==> src/rtl/rrag_pkg.sv <==
package rrag_pkg;
  localparam int DATA_W     = 64;
  localparam int BEAT_SHIFT = 3;
  localparam int ADDR_W     = 48;
  localparam int PORT_W     = 7;
  localparam int LEN_W      = 8;
  localparam int BUF_W      = 16;
  localparam int IDX_W      = 8;
  localparam int TMO_W      = 16;
  localparam int BYTES_W    = BUF_W + BEAT_SHIFT;

  typedef struct packed {
    logic              dev;
    logic [PORT_W-1:0] port;
    logic [ADDR_W-1:0] vaddr;
    logic [LEN_W-1:0]  len;
  } hdr_t;

  typedef struct packed {
    logic [ADDR_W-1:0] base;
    logic [BUF_W-1:0]  buf_beats;
    logic [IDX_W-1:0]  buf_count;
    logic [LEN_W-1:0]  pkt_beats;
    logic [PORT_W-1:0] port;
    logic              dev;
    logic [TMO_W-1:0]  timeout;
  } cfg_t;
endpackage

==> src/rtl/rrag_cfg_regs.sv <==
module rrag_cfg_regs
  import rrag_pkg::*;
(
  input  logic clk_i,
  input  logic rst_ni,
  input  logic enable_i,
  input  logic load_i,
  input  cfg_t cfg_i,
  output cfg_t cfg_o
);
  cfg_t cfg_q;

  always_ff @(posedge clk_i or negedge rst_ni) begin
    if (!rst_ni) begin
      cfg_q           <= '0;
      cfg_q.buf_beats <= BUF_W'(1);
      cfg_q.buf_count <= IDX_W'(1);
      cfg_q.pkt_beats <= LEN_W'(1);
    end else if (load_i && !enable_i) begin
      cfg_q <= cfg_i;
    end
  end

  assign cfg_o = cfg_q;

  assert_cfg_frozen_R2: assert property (@(posedge clk_i) disable iff (!rst_ni)
    (enable_i && $past(enable_i)) |-> $stable(cfg_q));
endmodule

==> src/rtl/rrag_ring_walker.sv <==
module rrag_ring_walker
  import rrag_pkg::*;
(
  input  logic               clk_i,
  input  logic               rst_ni,
  input  logic               enable_i,
  input  cfg_t               cfg_i,
  input  logic               beat_fire_i,
  input  logic               idle_i,
  output logic [BUF_W-1:0]   room_o,
  output logic [ADDR_W-1:0]  addr_o,
  output logic               evt_valid_o,
  output logic [IDX_W-1:0]   evt_idx_o,
  output logic [BYTES_W-1:0] evt_bytes_o
);
  logic [IDX_W-1:0]  idx_q;
  logic [BUF_W-1:0]  off_q;
  logic [ADDR_W-1:0] rel_q;   // start of current buffer relative to base
  logic [TMO_W-1:0]  tmo_q;

  logic [BUF_W:0]    off_inc;
  logic [TMO_W:0]    tmo_inc;
  logic              partial, buf_full, tmo_hit, last_buf, close;
  logic [ADDR_W-1:0] buf_span;

  assign off_inc  = {1'b0, off_q} + 1'b1;
  assign tmo_inc  = {1'b0, tmo_q} + 1'b1;
  assign partial  = (off_q != '0);
  assign buf_full = beat_fire_i && (off_inc == {1'b0, cfg_i.buf_beats});
  assign tmo_hit  = idle_i && partial && (cfg_i.timeout != '0) &&
                    (tmo_inc == {1'b0, cfg_i.timeout});
  assign close    = buf_full || tmo_hit;
  assign last_buf = (idx_q == cfg_i.buf_count - 1'b1);
  assign buf_span = ADDR_W'(cfg_i.buf_beats) << BEAT_SHIFT;

  assign room_o = cfg_i.buf_beats - off_q;
  assign addr_o = cfg_i.base + rel_q + (ADDR_W'(off_q) << BEAT_SHIFT);

  always_ff @(posedge clk_i or negedge rst_ni) begin
    if (!rst_ni) begin
      idx_q       <= '0;
      off_q       <= '0;
      rel_q       <= '0;
      tmo_q       <= '0;
      evt_valid_o <= 1'b0;
      evt_idx_o   <= '0;
      evt_bytes_o <= '0;
    end else if (!enable_i) begin
      idx_q       <= '0;
      off_q       <= '0;
      rel_q       <= '0;
      tmo_q       <= '0;
      evt_valid_o <= 1'b0;
    end else begin
      evt_valid_o <= 1'b0;
      if (close) begin
        evt_valid_o <= 1'b1;
        evt_idx_o   <= idx_q;
        evt_bytes_o <= buf_full ? (BYTES_W'(cfg_i.buf_beats) << BEAT_SHIFT)
                                : (BYTES_W'(off_q) << BEAT_SHIFT);
        off_q <= '0;
        tmo_q <= '0;
        if (last_buf) begin
          idx_q <= '0;
          rel_q <= '0;
        end else begin
          idx_q <= idx_q + 1'b1;
          rel_q <= rel_q + buf_span;
        end
      end else if (beat_fire_i) begin
        off_q <= off_q + 1'b1;
        tmo_q <= '0;
      end else if (idle_i && partial) begin
        tmo_q <= tmo_q + 1'b1;
      end else begin
        tmo_q <= '0;
      end
    end
  end

  assert_off_in_buf_R4: assert property (@(posedge clk_i) disable iff (!rst_ni)
    enable_i |-> (off_q < cfg_i.buf_beats));
  assert_idx_in_ring_R7: assert property (@(posedge clk_i) disable iff (!rst_ni)
    enable_i |-> (idx_q < cfg_i.buf_count));
  assert_evt_clears_off_R6: assert property (@(posedge clk_i) disable iff (!rst_ni)
    evt_valid_o |-> (off_q == '0));
  assert_evt_single_R8: assert property (@(posedge clk_i) disable iff (!rst_ni)
    evt_valid_o |=> !evt_valid_o);
  assert_no_evt_disabled_R10: assert property (@(posedge clk_i) disable iff (!rst_ni)
    !enable_i |=> (!evt_valid_o && off_q == '0 && idx_q == '0));
endmodule

==> src/rtl/rrag_packetizer.sv <==
module rrag_packetizer
  import rrag_pkg::*;
(
  input  logic              clk_i,
  input  logic              rst_ni,
  input  logic              enable_i,
  input  logic              in_valid_i,
  input  logic [DATA_W-1:0] in_data_i,
  input  logic              dev_i,
  input  logic [PORT_W-1:0] port_i,
  input  logic [LEN_W-1:0]  pkt_beats_i,
  input  logic [BUF_W-1:0]  room_i,
  input  logic [ADDR_W-1:0] addr_i,
  output logic              in_ready_o,
  output logic              out_valid_o,
  output logic [DATA_W-1:0] out_data_o,
  output logic              out_sop_o,
  output logic              out_eop_o,
  output logic              beat_fire_o,
  output logic              boundary_o
);
  logic             body_q;
  logic [LEN_W-1:0] left_q;
  logic [LEN_W-1:0] len;
  hdr_t             hdr;

  always_comb begin
    if (room_i < BUF_W'(pkt_beats_i)) len = room_i[LEN_W-1:0];
    else                              len = pkt_beats_i;
  end

  assign hdr         = {dev_i, port_i, addr_i, len};
  assign in_ready_o  = enable_i && body_q;
  assign out_valid_o = enable_i && in_valid_i;
  assign out_sop_o   = enable_i && !body_q && in_valid_i;
  assign out_eop_o   = enable_i && body_q && in_valid_i && (left_q == LEN_W'(1));
  assign out_data_o  = body_q ? in_data_i : DATA_W'(hdr);
  assign beat_fire_o = in_valid_i && in_ready_o;
  assign boundary_o  = !body_q;

  always_ff @(posedge clk_i or negedge rst_ni) begin
    if (!rst_ni) begin
      body_q <= 1'b0;
      left_q <= '0;
    end else if (!enable_i) begin
      body_q <= 1'b0;
      left_q <= '0;
    end else if (out_sop_o) begin
      body_q <= 1'b1;
      left_q <= len;
    end else if (beat_fire_o) begin
      left_q <= left_q - 1'b1;
      if (left_q == LEN_W'(1)) body_q <= 1'b0;
    end
  end

  assert_len_fits_R5: assert property (@(posedge clk_i) disable iff (!rst_ni)
    out_sop_o |-> (len != '0 && BUF_W'(len) <= room_i && len <= pkt_beats_i));
  assert_body_has_left_R5: assert property (@(posedge clk_i) disable iff (!rst_ni)
    body_q |-> (left_q != '0));
  assert_hdr_no_consume_R3: assert property (@(posedge clk_i) disable iff (!rst_ni)
    out_sop_o |=> (body_q && left_q == $past(len)));
endmodule

==> src/rtl/rx_ring_addr_gen.sv <==
module rx_ring_addr_gen
  import rrag_pkg::*;
(
  input  logic               clk_i,
  input  logic               rst_ni,
  input  logic               enable_i,
  input  logic               cfg_load_i,
  input  logic [ADDR_W-1:0]  cfg_base_i,
  input  logic [BUF_W-1:0]   cfg_buf_beats_i,
  input  logic [IDX_W-1:0]   cfg_buf_count_i,
  input  logic [LEN_W-1:0]   cfg_pkt_beats_i,
  input  logic [PORT_W-1:0]  cfg_port_i,
  input  logic               cfg_dev_i,
  input  logic [TMO_W-1:0]   cfg_timeout_i,
  input  logic               in_valid_i,
  input  logic [DATA_W-1:0]  in_data_i,
  output logic               in_ready_o,
  output logic               out_valid_o,
  output logic [DATA_W-1:0]  out_data_o,
  output logic               out_sop_o,
  output logic               out_eop_o,
  output logic               evt_valid_o,
  output logic [IDX_W-1:0]   evt_index_o,
  output logic [BYTES_W-1:0] evt_bytes_o
);
  cfg_t              cfg_in, cfg;
  logic [BUF_W-1:0]  room;
  logic [ADDR_W-1:0] addr;
  logic              beat_fire, boundary, idle;

  always_comb begin
    cfg_in.base      = cfg_base_i;
    cfg_in.buf_beats = cfg_buf_beats_i;
    cfg_in.buf_count = cfg_buf_count_i;
    cfg_in.pkt_beats = cfg_pkt_beats_i;
    cfg_in.port      = cfg_port_i;
    cfg_in.dev       = cfg_dev_i;
    cfg_in.timeout   = cfg_timeout_i;
  end

  assign idle = enable_i && boundary && !in_valid_i;

  rrag_cfg_regs u_cfg (
    .clk_i    (clk_i),
    .rst_ni   (rst_ni),
    .enable_i (enable_i),
    .load_i   (cfg_load_i),
    .cfg_i    (cfg_in),
    .cfg_o    (cfg)
  );

  rrag_ring_walker u_walk (
    .clk_i       (clk_i),
    .rst_ni      (rst_ni),
    .enable_i    (enable_i),
    .cfg_i       (cfg),
    .beat_fire_i (beat_fire),
    .idle_i      (idle),
    .room_o      (room),
    .addr_o      (addr),
    .evt_valid_o (evt_valid_o),
    .evt_idx_o   (evt_index_o),
    .evt_bytes_o (evt_bytes_o)
  );

  rrag_packetizer u_pkt (
    .clk_i       (clk_i),
    .rst_ni      (rst_ni),
    .enable_i    (enable_i),
    .in_valid_i  (in_valid_i),
    .in_data_i   (in_data_i),
    .dev_i       (cfg.dev),
    .port_i      (cfg.port),
    .pkt_beats_i (cfg.pkt_beats),
    .room_i      (room),
    .addr_i      (addr),
    .in_ready_o  (in_ready_o),
    .out_valid_o (out_valid_o),
    .out_data_o  (out_data_o),
    .out_sop_o   (out_sop_o),
    .out_eop_o   (out_eop_o),
    .beat_fire_o (beat_fire),
    .boundary_o  (boundary)
  );

  assert_quiet_when_off_R2: assert property (@(posedge clk_i) disable iff (!rst_ni)
    !enable_i |-> (!out_valid_o && !in_ready_o));
  assert_no_evt_mid_pkt_R9: assert property (@(posedge clk_i) disable iff (!rst_ni)
    (enable_i && !boundary && !beat_fire) |=> !evt_valid_o);
endmodule

==> config.mk <==
export PLATFORM = sky130hd
export DESIGN_NAME = rx_ring_addr_gen
export DESIGN_NICKNAME = d
export VERILOG_FILES = /design/src/rtl/rrag_pkg.sv /design/src/rtl/rrag_cfg_regs.sv /design/src/rtl/rrag_ring_walker.sv /design/src/rtl/rrag_packetizer.sv /design/src/rtl/rx_ring_addr_gen.sv
export SDC_FILE = /design/constraint.sdc
export NUM_CORES = 1
export LEC_CHECK = 0
export ABC_CLOCK_PERIOD_IN_PS = 9300
export BUFFER_PORTS_ARGS = -buffer_cell sky130_fd_sc_hd__clkbuf_2
export CAP_MARGIN = 30
export CORE_MARGIN = 2
export CORE_UTILIZATION = 35
export DETAILED_ROUTE_END_ITERATION = 6
export PLACE_DENSITY = 0.5
export SYNTH_ARGS = -nofsm -noshare
export SYNTH_HDL_FRONTEND = slang
export SYNTH_HIERARCHICAL = 1
export SYNTH_SLANG_ARGS = --single-unit
==> constraint.sdc <==
create_clock -name clk_i -period 9.3 [get_ports clk_i]
set_clock_uncertainty 0.05 [all_clocks]
set_input_delay 0.465 -clock clk_i [delete_from_list [all_inputs] [get_ports clk_i]]
set_output_delay 0.465 -clock clk_i [all_outputs]
set_load 0.01 [all_outputs]
==> results of run 1 <==
==> cell families (layout without fill, tap and decap cells) <==
logic type	Yosys count	after routing	share of synthesized area, %
adder cells (fa/ha/maj)	136	136	10.7
AND/OR/NAND/NOR	535	535	16.5
XOR/XNOR	141	141	7.50
buffers and inverters	157	416	4.22
AO/OA/AOI/OAI	379	379	14.8
flip-flops	223	223	32.4
other	1	4	0.0218
multiplexers	195	195	13.9
==> power by group through the flow <==
stage	combinational (mW)	sequential [mW]	clock (mW)
floorplan	0.539	1.11	0
global placement	0.732	1.15	0
detailed placement	0.739	1.16	0
CTS	0.745	1.14	1.28
global route	0.821	1.15	1.32
finish	0.737	1.14	1.23
==> synth_stat cells, drive strengths merged (18+ instances only) <==
cell type  count  area share, %
dfrtp        220             32
mux2         173             13
nand2        126            2.7
ha           118            8.6
nor2         110            2.4
xnor2         89            4.5
o21ai         84            2.5
inv           81            1.8
a21oi         79            2.3
nand3         60            1.8
xor2          48            2.4
a21o          45            2.0
buf           44            1.8
nor3          37            1.2
clkbuf        32           0.70
and3          28            1.0
nand4         28            1.1
a211oi        27            1.2
and2          25           0.91
mux2i         22            1.3
a31oi         21           0.76
nor2b         19           0.73
fa            18            2.1
==> how the worst max path moves through the flow <==
| stage | start | end | slack [ps] |
|---|---|---|---|
| after floorplan | u_cfg/cfg_o[40] | out_data_o[2] | 4960 |
| after global placement | u_walk/off_q[2] | out_data_o[55] | 4110 |
| after detailed placement | u_walk/off_q[2] | out_data_o[55] | 4140 |
| after CTS | u_cfg/cfg_o[40] | out_data_o[2] | 3470 |
| after global routing | u_cfg/cfg_o[40] | out_data_o[2] | 3020 |
| final | u_cfg/cfg_o[40] | out_data_o[1] | 3470 |
==> area by class of cell <==
cell class / instances / area, um2 / area share (%)
clock buffer: 35 / 801 / 3.97
clock inverter: 20 / 244 / 1.21
inverter: 81 / 304 / 1.51
multi-input combinational: 1390 / 10900 / 54.1
sequential: 223 / 5590 / 27.7
tap: 664 / 831 / 4.12
timing repair buffer: 280 / 1490 / 7.38
==> metrics by stage <==
| stage | hold WS (ps) | std cells |
|---|---|---|
| 2_1_floorplan | 119 | 1770 |
| 3_3_place_gp | 413 | 2634 |
| 3_5_place_dp | 415 | 2634 |
| 4_1_cts | 30.0 | 2690 |
| 5_1_grt | 41.4 | 2693 |
| 6_report | 66.3 | 2693 |
==> per-layer routing <==
metal / vias to the layer above / wire length (um) / track usage, %
met5: - / 0 / 0
met4: 0 / 944 / 4.10
met1: 6922 / 22400 / 25.1
met2: 248 / 23900 / 32.9
li1: 6913 / - / -
met3: 62 / 1630 / 2.35
==> worst register-to-register path, delay by kind of cell (launching register included) <==
family	cells	cell delay, ps
AO/OA/AOI/OAI	8	1940
AND/OR/NAND/NOR	5	1000
adder cells (fa/ha/maj)	2	630
flip-flops	1	560
multiplexers	1	390
buffers and inverters	1	50
==> repair_timing <==
action | CTS | global route
endpoints found under the setup margin | 0 | 0
hold buffers | 1 | 0
hold endpoints to repair | 98 | 0
==> sequential cells by signal, summed over array words and instances (netlist names) <==
register	flops
u_walk/evt_idx_o	8
u_walk/tmo_q	16
u_walk/off_q	16
u_pkt/left_q	8
u_walk/evt_bytes_o	16
u_walk/idx_q	8
u_walk/evt_valid_o	1
u_pkt/body_q	1
u_cfg/cfg_o	104
u_walk/rel_q	45
==> results.txt, run 1 <==
----------------------------------------------------
[Placed design]
  HPWL after detailed placement ... 36900 um
  Worst-case setup slack after placement ... 4140 ps
  Placed Area ... 0.0191 mm2
  Number of I/O port buffers ... 265
  Final estimated routing congestion in global placement ... 0.856

[Global routing]
  Total global routing track utilization ... between 10% and 20%
  Total congestion overflow after global routing ... 0
  Number of antenna violations at the first check in global routing ... 1
  Number of global-route vias before repair ... 13.9k
  Wire length of the first global-routing pass ... around 77000 um
  Maximum number of pins on one net before global-route repair ... 103

[Floorplan]
  Area of the die ... 0.0510 mm2
  Row count ... 81
  Total I/O pin count ... around 270
  Core area ... just under 0.05 mm2
  Floorplan die height ... 226 um
  Die X-Extent ... 226 um
  Starting Density ... a little over a third

[Power]
  Cell leakage power ... between 9 and 10 nW
  Max rail drop VDD ... 0.158 mV
  Power density normalized to cell area ... 154 mW/mm2
  Proportion of power drawn by flip-flops and latches ... around 37%
  Overall power ... 3.11 mW
  Internal power contribution ... 2.16 mW
  Share of total power consumed by net switching ... 30.5%
  Clock power frac ... 39.7%
  Combinational group share of total power ... 23.7%
  Net Switching ... 948 uW

[Timing]
  Transition time at the pin with the least slew margin ... around 1000 ps
  Worst slew margin relative to its limit ... 33.3%
  Final worst path period share ... between 60% and 70%
  Final Hold Vio Count ... 0
  Least setup slack across all paths after layout ... 3470 ps
  Setup violators final ... 0
  Highest attainable clock frequency ... 172 MHz
  TNS Setup ... 0 ps
  Final Max Tran Viols ... 0
  Crit path time final ... 5830 ps
  Setup repair after global routing missed its margin ... false

[Finish]
  Most used cells in the layout excluding fill and tap cells ... clkbuf_2 (265), dfrtp_1 (219), nand2_1 (126)
  Most common cell after layout, fill and taps aside ... clkbuf_2
  Area of all placed cells without fillers ... 0.0202 mm2
  Number of inserted filler cells in the final layout ... 4821
  Diodes inserted ... 0
  Share of final-layout standard cells stronger than drive strength 1 ... 26.5%
  Final core area utilization ... 41.4%
  Signed area change from the synthesized netlist to the final layout ... 17.2%
  Net count reported at finish ... 2315

[Clock network]
  Number of buffers added by the clock tree synthesis step ... 30
  H-Tree Depth ... 1
  Clk Latency, worst-skew pair ... roughly 580 ps
  CTS tree ... yes
  Root Buffer Master ... clkbuf_16
  Register clock-pin slew on the reported worst setup and hold paths ... around 60 ps
  Deepest clock path buffer count ... 3
  Buffer count from post-CTS setup fixing ... 0
  Number of clock sinks seen by CTS ... 223
  Cells resized by post-CTS repair ... 0

[Synth]
  Number of warnings issued by yosys ... 6
  Distinct cells, synth ... 87
  Top FF cell, synth ... dfrtp_1
  Synthesized area ... 0.0172 mm2
  Synth Register Bits ... 223
  Average cell area after synthesis ... 9.74 um2
  Portion of the post-synthesis area used by sequential elements ... 32.4%
  Number of enable flip-flop cells after synthesis ... 0
  Mapped Cells ... between 1.5k and 2k
  Fraction of registers with async set/reset ... 100%

[Drt]
  Residual DRC count ... 0
  Detailed-routing iteration count for the pre-antenna-repair pass ... 5
  Overall routed net length ... 48900 um
  Via count of the routed design ... 14.1k
  First-iteration detailed-routing DRC count ... 698
  Post-DR wirelength/cell ... 18.1 um
  Avg Vias per Cell ... 5.25
  Number of antenna-violating nets in the routed design ... 0

[Worst setup path]
  Critical path's top delay family ... compound AO/OA/AOI/OAI gates
  Cells along the critical path ... inv_1 -> ha_1 -> fa_1 -> nor2b_1 -> o21ai_0 -> a21boi_0 -> o21ai_0 -> a21boi_0 -> o2111ai_1 -> a31oi_1 -> or4b_2 -> nand3_1 -> nor3_1 -> nand3_2 -> a221oi_4 -> mux2i_1 -> a21oi_1 -> clkbuf_2
  Crit path max fanout ... 10
  Register-to-register setup slack ... about 4600 ps
  CP Data Arrival Time ... 5310 ps
  Category of the most critical setup path ... flop to output port
  Max incr delay on CP ... 560 ps
  Worst R2R Path Depth ... 17
  Stages on worst setup path ... 18
  CP max-delay cell ... dfstp_2
  Beginning of the worst register-to-register path ... u_cfg/cfg_o[40]
  Type of element capturing the critical path ... output port
  Type of element launching the critical path ... flop
  Number of buffer and inverter instances along the worst setup path ... 2
  Capture instance of the worst register-to-register path ... u_pkt/left_q[1]
  Required time at the endpoint of the critical path ... 8790 ps

[Worst hold path]
  Hold path depth ... 2
  Sink of the worst hold path ... u_cfg/cfg_o[6]
  Worst hold path type ... primary input to flop
  Hold Startpoint ... cfg_timeout_i[6]

[Flow run]
  Max_cap viols ... 0

[Run status]
  Outcome ... finished clean

----------------------------------------------------
No activity file was read; power rests on OpenSTA's default activity.
==> inputs of run 2 (changes only) <==
Settings changed: ABC_CLOCK_PERIOD_IN_PS 9300 to 5010, PLACE_DENSITY 0.5 to 0.52.
Clock period 9.3 ns to 5.01 ns, I/O delays scaled along.
==> run 2 against run 1 <==
Compared with the run above: power grew 88%; combinational power grew 100%; final cell count grew 4.6%; critical endpoint is now out_data_o[49]; hold slack gained 43 ps; clock power grew 82%; sequential power grew 85%; non-clock buffer count grew 126; routed wire length grew 3.3%; sequential share of layout area shrank 1.7 points; critical path depth shrank 4.
==> results.txt, run 2 (synthesis gave the netlist of run 1 again) <==
----------------------------------------------------
[Power]
  Max rail drop VDD ... 0.206 mV
  Overall power ... 5.85 mW
  Net Switching ... 1.79 mW
  Combinational group share of total power ... 25.7%
  Clock power frac ... 38.3%
  Power density normalized to cell area ... 272 mW/mm2
  Internal power contribution ... 4.06 mW
  Cell leakage power ... about 10 nW
  Share of total power consumed by net switching ... 30.6%
  Proportion of power drawn by flip-flops and latches ... between 30% and 40%

[Floorplan]
  Starting Density ... a little over a third
  Core area ... between 0.04 and 0.05 mm2
  Row count ... 81
  Die X-Extent ... 226 um
  Total I/O pin count ... 269
  Floorplan die height ... between 200 and 250 um
  Area of the die ... 0.0510 mm2

[Clock network]
  Number of buffers added by the clock tree synthesis step ... 29
  Deepest clock path buffer count ... 3
  H-Tree Depth ... 1
  Root Buffer Master ... clkbuf_16
  Register clock-pin slew on the reported worst setup and hold paths ... 60 ps
  Number of clock sinks seen by CTS ... 223
  CTS tree ... yes
  Clk Latency, worst-skew pair ... between 500 and 600 ps

[Worst setup path]
  Type of element capturing the critical path ... output port
  Beginning of the worst register-to-register path ... u_pkt/body_q
  Max incr delay on CP ... 570 ps
  CP Data Arrival Time ... 4460 ps
  Category of the most critical setup path ... flop to output port
  Cells along the critical path ... fa_1 -> ha_1 -> and4_1 -> and2_1 -> nand2_1 -> a21oi_1 -> a2111oi_0 -> buf_4 -> nor3_2 -> o31ai_2 -> nor3_1 -> a311o_1 -> mux2_2 -> clkbuf_2
  Crit path max fanout ... 9
  Register-to-register setup slack ... 660 ps
  Capture instance of the worst register-to-register path ... u_walk/rel_q[35]
  Worst R2R Path Depth ... 13
  Required time at the endpoint of the critical path ... ~4700 ps
  CP max-delay cell ... dfrtp_1
  Type of element launching the critical path ... flop

[Timing]
  Crit path time final ... 4760 ps
  Worst slew margin relative to its limit ... 40.3%
  Final Max Tran Viols ... 0
  Final worst path period share ... 95.1%
  Highest attainable clock frequency ... 210 MHz
  Final Hold Vio Count ... 0
  TNS Setup ... 0 ps
  Transition time at the pin with the least slew margin ... 873 ps
  Least setup slack across all paths after layout ... 246 ps
  Setup violators final ... 0

[Global routing]
  Total congestion overflow after global routing ... 0
  Maximum number of pins on one net before global-route repair ... 105
  Number of antenna violations at the first check in global routing ... 0
  Wire length of the first global-routing pass ... 80800 um
  Number of global-route vias before repair ... 14.7k
  Total global routing track utilization ... just under 20%

[Finish]
  Signed area change from the synthesized netlist to the final layout ... 25.0%
  Share of final-layout standard cells stronger than drive strength 1 ... 26.7%
  Net count reported at finish ... about 2.4k
  Most common cell after layout, fill and taps aside ... clkbuf_2
  Flip-flop count of the largest register after layout ... 104
  Most used cells in the layout excluding fill and tap cells ... clkbuf_2 (263), dfrtp_1 (217), nand2_1 (126)
  Finished Layout Cells ... 2817
  Diodes inserted ... 0

[Drt]
  Detailed-routing iteration count for the pre-antenna-repair pass ... 5
  First-iteration detailed-routing DRC count ... about 800
  Via count of the routed design ... around 15k
  Overall routed net length ... 50500 um
  Residual DRC count ... 0
  Number of antenna-violating nets in the routed design ... 0
  Post-DR wirelength/cell ... 17.9 um
  Avg Vias per Cell ... roughly 5.3

[Flow run]
  Max_cap viols ... 0

[Worst hold path]
  Sink of the worst hold path ... u_pkt/left_q[2]
  Hold path depth ... 4
  Worst hold path type ... primary input to flop
  Hold Startpoint ... enable_i

[Placed design]
  Final estimated routing congestion in global placement ... 0.883
  HPWL after detailed placement ... 37100 um
  Number of I/O port buffers ... 265
  Number of placed instances with taps included ... 2651
  Worst-case setup slack after placement ... 258 ps

[Run status]
  Outcome ... finished clean

----------------------------------------------------
[run 2: cell types whose count changed in the layout (fill, tap and decap cells not counted), moves of 3 or more]
cell,change
mux2i_4,+3
clkbuf_8,+6
clkbuf_1,+3
a211oi_2,+3
nor3_1,-3
a211oi_1,-5
dlygate4sd3_1,+105
clkinv_2,-7
buf_4,+20
mux2i_1,-3
buf_12,+3
[run 2: worst max-delay path by stage]
stage	from	end	slack [ps]	depth (start not counted)
2_1_floorplan	u_cfg/cfg_o[40]	out_data_o[2]	890	17
3_3_place_gp	u_cfg/cfg_o[40]	out_data_o[5]	370	18
3_5_place_dp	u_cfg/cfg_o[40]	out_data_o[5]	260	18
4_1_cts	u_cfg/cfg_o[40]	out_data_o[5]	20	18
5_1_grt	u_walk/off_q[1]	out_data_o[6]	-10	19
6_report	u_walk/off_q[12]	out_data_o[49]	250	14
[run 2: worst max-delay path: cells and delay by family (launching register included)]
family | cells | cell delay (ps)
AO/OA/AOI/OAI | 4 | 1110
buffers and inverters | 2 | 350
adder cells (fa/ha/maj) | 2 | 880
multiplexers | 1 | 270
AND/OR/NAND/NOR | 5 | 710
flip-flops | 1 | 570
[run 2: metrics by stage]
| step | utilization [%] | area, um2 | hold WS, ps |
|---|---|---|---|
| floorplan | - | 17200 | -95.1 |
| global placement | 39.4 | 19200 | 206 |
| detailed placement | 39.4 | 19200 | 211 |
| CTS | 43.8 | 21300 | 67.6 |
| global route | 44.1 | 21500 | 119 |
| finish | 44.1 | 21500 | 110 |
[run 2: power by group through the flow]
| stage | combinational [mW] | sequential (mW) | clock [mW] |
|---|---|---|---|
| floorplan | 1.00 | 2.07 | 0 |
| global route | 1.67 | 2.13 | 2.38 |
| CTS | 1.49 | 2.11 | 2.31 |
| global placement | 1.38 | 2.14 | 0 |
| detailed placement | 1.40 | 2.14 | 0 |
| finish | 1.50 | 2.11 | 2.24 |
[run 2: timing repair]
action,4_1_cts,5_1_grt
gates resized for setup,11,25
setup endpoints to repair,17,18
pin swaps,1,8
buffers inserted,1,6
hold buffers,106,0
endpoints found under the hold margin,172,0
[run 2: layout make-up]
type | instances | area, um2
timing repair buffer | 406 | 2700
tap | 664 | 831
clock inverter | 11 | 170
clock buffer | 42 | 845
multi-input combinational | 1390 | 11100
inverter | 81 | 304
sequential | 223 | 5590
fill | 4677 | 27200
[run 2: routing by layer]
| metal | up-vias | part of all wire [%] | track usage [%] |
|---|---|---|---|
| met5 | - | 0 | 0 |
| met4 | 0 | 2.5 | 5.73 |
| met3 | 73 | 3.3 | 1.83 |
| met2 | 316 | 49 | 34.2 |
| met1 | 7265 | 45 | 26.2 |
| li1 | 7173 | - | - |
==> inputs of run 3 (changes only) <==
==> constraint.sdc (replaced) <==
create_clock -name clk_i -period 5.01 [get_ports clk_i]
set_clock_uncertainty 0.05 [all_clocks]
set_input_delay 0.7515 -clock clk_i [delete_from_list [all_inputs] [get_ports clk_i]]
set_output_delay 0.7515 -clock clk_i [all_outputs]
set_load 0.01 [all_outputs]
==> run 3 against run 2 <==
Compared with the run above: the run now ends with setup timing left; maximum frequency is 6.2% lower; power is 4.9% higher; routed wire length is 1.4% lower; final cell count is 2.1% lower; register-to-register slack better by 60 ps; die area stayed put; non-clock buffer count is 61 lower; clock-buffer cell count is 3 lower; critical path type unchanged; critical endpoint is now out_data_o[0]; largest cell class unchanged; largest power group unchanged.
==> results.txt, run 3 (synthesis gave the netlist of run 1 again) <==
----------------------------------------------------
[Run status]
  Outcome ... complete, but fails checks
  Violated checks ... setup timing

[Placed design]
  Final estimated routing congestion in global placement ... around 0.88
  HPWL after detailed placement ... 36900 um
  Placed Area ... 0.0194 mm2
  Number of I/O port buffers ... 265
  Worst-case setup slack after placement ... approximately 2.2 ps

[Finish]
  Diodes inserted ... 0
  Most common cell after layout, fill and taps aside ... clkbuf_2
  Area of all placed cells without fillers ... 0.0213 mm2
  Share of final-layout standard cells stronger than drive strength 1 ... 32.3%
  Most used cells in the layout excluding fill and tap cells ... clkbuf_2 (258), dfrtp_1 (216), nand2_1 (125)
  Flip-flop count of the largest register after layout ... 104
  Net count reported at finish ... 2380
  Signed area change from the synthesized netlist to the final layout ... 23.7%

[Drt]
  Residual DRC count ... 0
  Overall routed net length ... 49800 um
  Via count of the routed design ... approximately 14k
  Post-DR wirelength/cell ... 18.0 um
  First-iteration detailed-routing DRC count ... 716
  Detailed-routing iteration count for the pre-antenna-repair pass ... 5
  Number of antenna-violating nets in the routed design ... 0
  Avg Vias per Cell ... 5.25

[Floorplan]
  Area of the die ... 0.0510 mm2
  Floorplan die height ... about 230 um
  Total I/O pin count ... 269
  Die X-Extent ... about 230 um
  Core area ... 0.0487 mm2
  Starting Density ... a little over a third
  Row count ... 81

[Timing]
  Setup repair after global routing missed its margin ... true
  Setup violators final ... 8
  Crit path time final ... about 5100 ps
  Final Max Tran Viols ... 0
  WHS ... 113 ps
  Least setup slack across all paths after layout ... -71.1 ps
  TNS Setup ... -368 ps
  Final worst path period share ... 101%
  Worst slew margin relative to its limit ... 34.4%
  Final Hold Vio Count ... 0
  Highest attainable clock frequency ... 197 MHz
  Transition time at the pin with the least slew margin ... 959 ps

[Worst hold path]
  Worst hold path type ... primary input to asynchronous set/reset pin

[Worst setup path]
  CP max-delay cell ... dfrtp_1
  Crit path max fanout ... 7
  Critical path's top delay family ... compound AO/OA/AOI/OAI gates
  Type of element launching the critical path ... flop
  Type of element capturing the critical path ... output port
  Required time at the endpoint of the critical path ... 4210 ps
  CP dominant cell by count ... buf_4
  Cells along the critical path ... ha_1 -> nor2b_2 -> o21ai_2 -> a21boi_2 -> o21ai_2 -> a21boi_2 -> buf_4 -> buf_4 -> buf_4 -> nor2_2 -> ha_1 -> a21o_1 -> a221oi_4 -> buf_6 -> mux2i_4 -> a21oi_2 -> buf_2
  Category of the most critical setup path ... flop to output port
  CP Data Arrival Time ... roughly 4300 ps
  Number of buffer and inverter instances along the worst setup path ... 5
  Max incr delay on CP ... 490 ps

[Power]
  Max rail drop VDD ... 0.249 mV
  Power density normalized to cell area ... between 200 and 300 mW/mm2
  Cell leakage power ... 9.98 nW
  Overall power ... 6.13 mW

[Clock network]
  CTS tree ... yes
  Number of clock sinks seen by CTS ... 223
  Deepest clock path buffer count ... 3
  Number of buffers added by the clock tree synthesis step ... 30
  Root Buffer Master ... clkbuf_16
  Clk Latency, worst-skew pair ... 580 ps
  Count of hold buffers inserted by post-cts repair ... 0
  Register clock-pin slew on the reported worst setup and hold paths ... 60 ps
  H-Tree Depth ... 1

[Global routing]
  Total congestion overflow after global routing ... 0
  Number of global-route vias before repair ... 14.1k
  Maximum number of pins on one net before global-route repair ... 105
  Number of antenna violations at the first check in global routing ... 0
  Total global routing track utilization ... 19.2%
  Wire length of the first global-routing pass ... 77900 um

[Flow run]
  Max_cap viols ... 0

----------------------------------------------------
==> run 3: changes by cell type in the layout (fill, tap and decap cells not counted), sizes merged <==
cell | before | now
dlygate4sd3 | 106 | 0
buf | 37 | 87
clkbuf | 305 | 297
bufinv | 4 | 8
clkinv | 3 | 6
clkinvlp | 3 | 2
inv | 82 | 81
==> run 3: stage by stage <==
step	cells	util [%]
2_1_floorplan	1770	-
3_5_place_dp	2670	39.7
4_1_cts	2740	42.7
6_report	2758	43.7
3_3_place_gp	2670	39.7
5_1_grt	2758	43.7
==> run 3: repair_timing <==
| action | in CTS | in global routing |
|---|---|---|
| resized for setup | 47 | 70 |
| pin swaps | 20 | 35 |
| setup endpoints to repair | 26 | 25 |
| buffers inserted | 15 | 19 |
==> run 3: final cells by class <==
class | count | area [um2]
Clock buffer | 39 | 866
Fill cell | 4718 | 27500
Clock inverter | 16 | 285
Tap cell | 664 | 831
Multi-Input combinational cell | 1390 | 11400
Timing Repair Buffer | 345 | 1970
Inverter | 81 | 304
Sequential cell | 223 | 5590
==> run 3: worst register-to-register path, stage by stage, from the launching register on <==
cell,delay [ps]
dfrtp_4,470
inv_1,470
and3b_1,290
inv_1,70
a41o_1,320
nand3b_1,200
a2111oi_0,640
nand4_1,270
nor3_4,370
o211a_1,600
buf_4,290
o21ai_0,120
nand2_1,80
==> run 3: worst paths after layout <==
path | from | to | slack [ps] | depth (start not counted)
worst min register to register | u_walk/evt_bytes_o[13] | u_walk/evt_bytes_o[13] | 420 | 1
worst min-delay path | rst_ni | u_cfg/cfg_o[16] | 110 | 1
worst max-delay path | u_cfg/cfg_o[42] | out_data_o[0] | -70 | 17
worst max register to register | u_pkt/body_q | u_walk/rel_q[15] | 720 | 12
min in group clk_i | cfg_dev_i | u_cfg/cfg_o[16] | 350 | 2
max in group asynchronous | rst_ni | u_cfg/cfg_o[32] | 3700 | 2
==> run 3: routing by layer <==
layer / track usage [%] / up-vias / wire length [um]
met1: 25.1 / 7054 / 22200
met4: 5.13 / 0 / 1310
met5: 0 / - / 0
met2: 33.2 / 319 / 24400
met3: 2.41 / 68 / 1860
li1: - / 7052 / -
==> run 3: power breakdown <==
part	switching (mW)	total [mW]	internal, mW
Combinational	0.789	1.55	0.764
Clock	0.872	2.49	1.62
Sequential	0.151	2.09	1.94
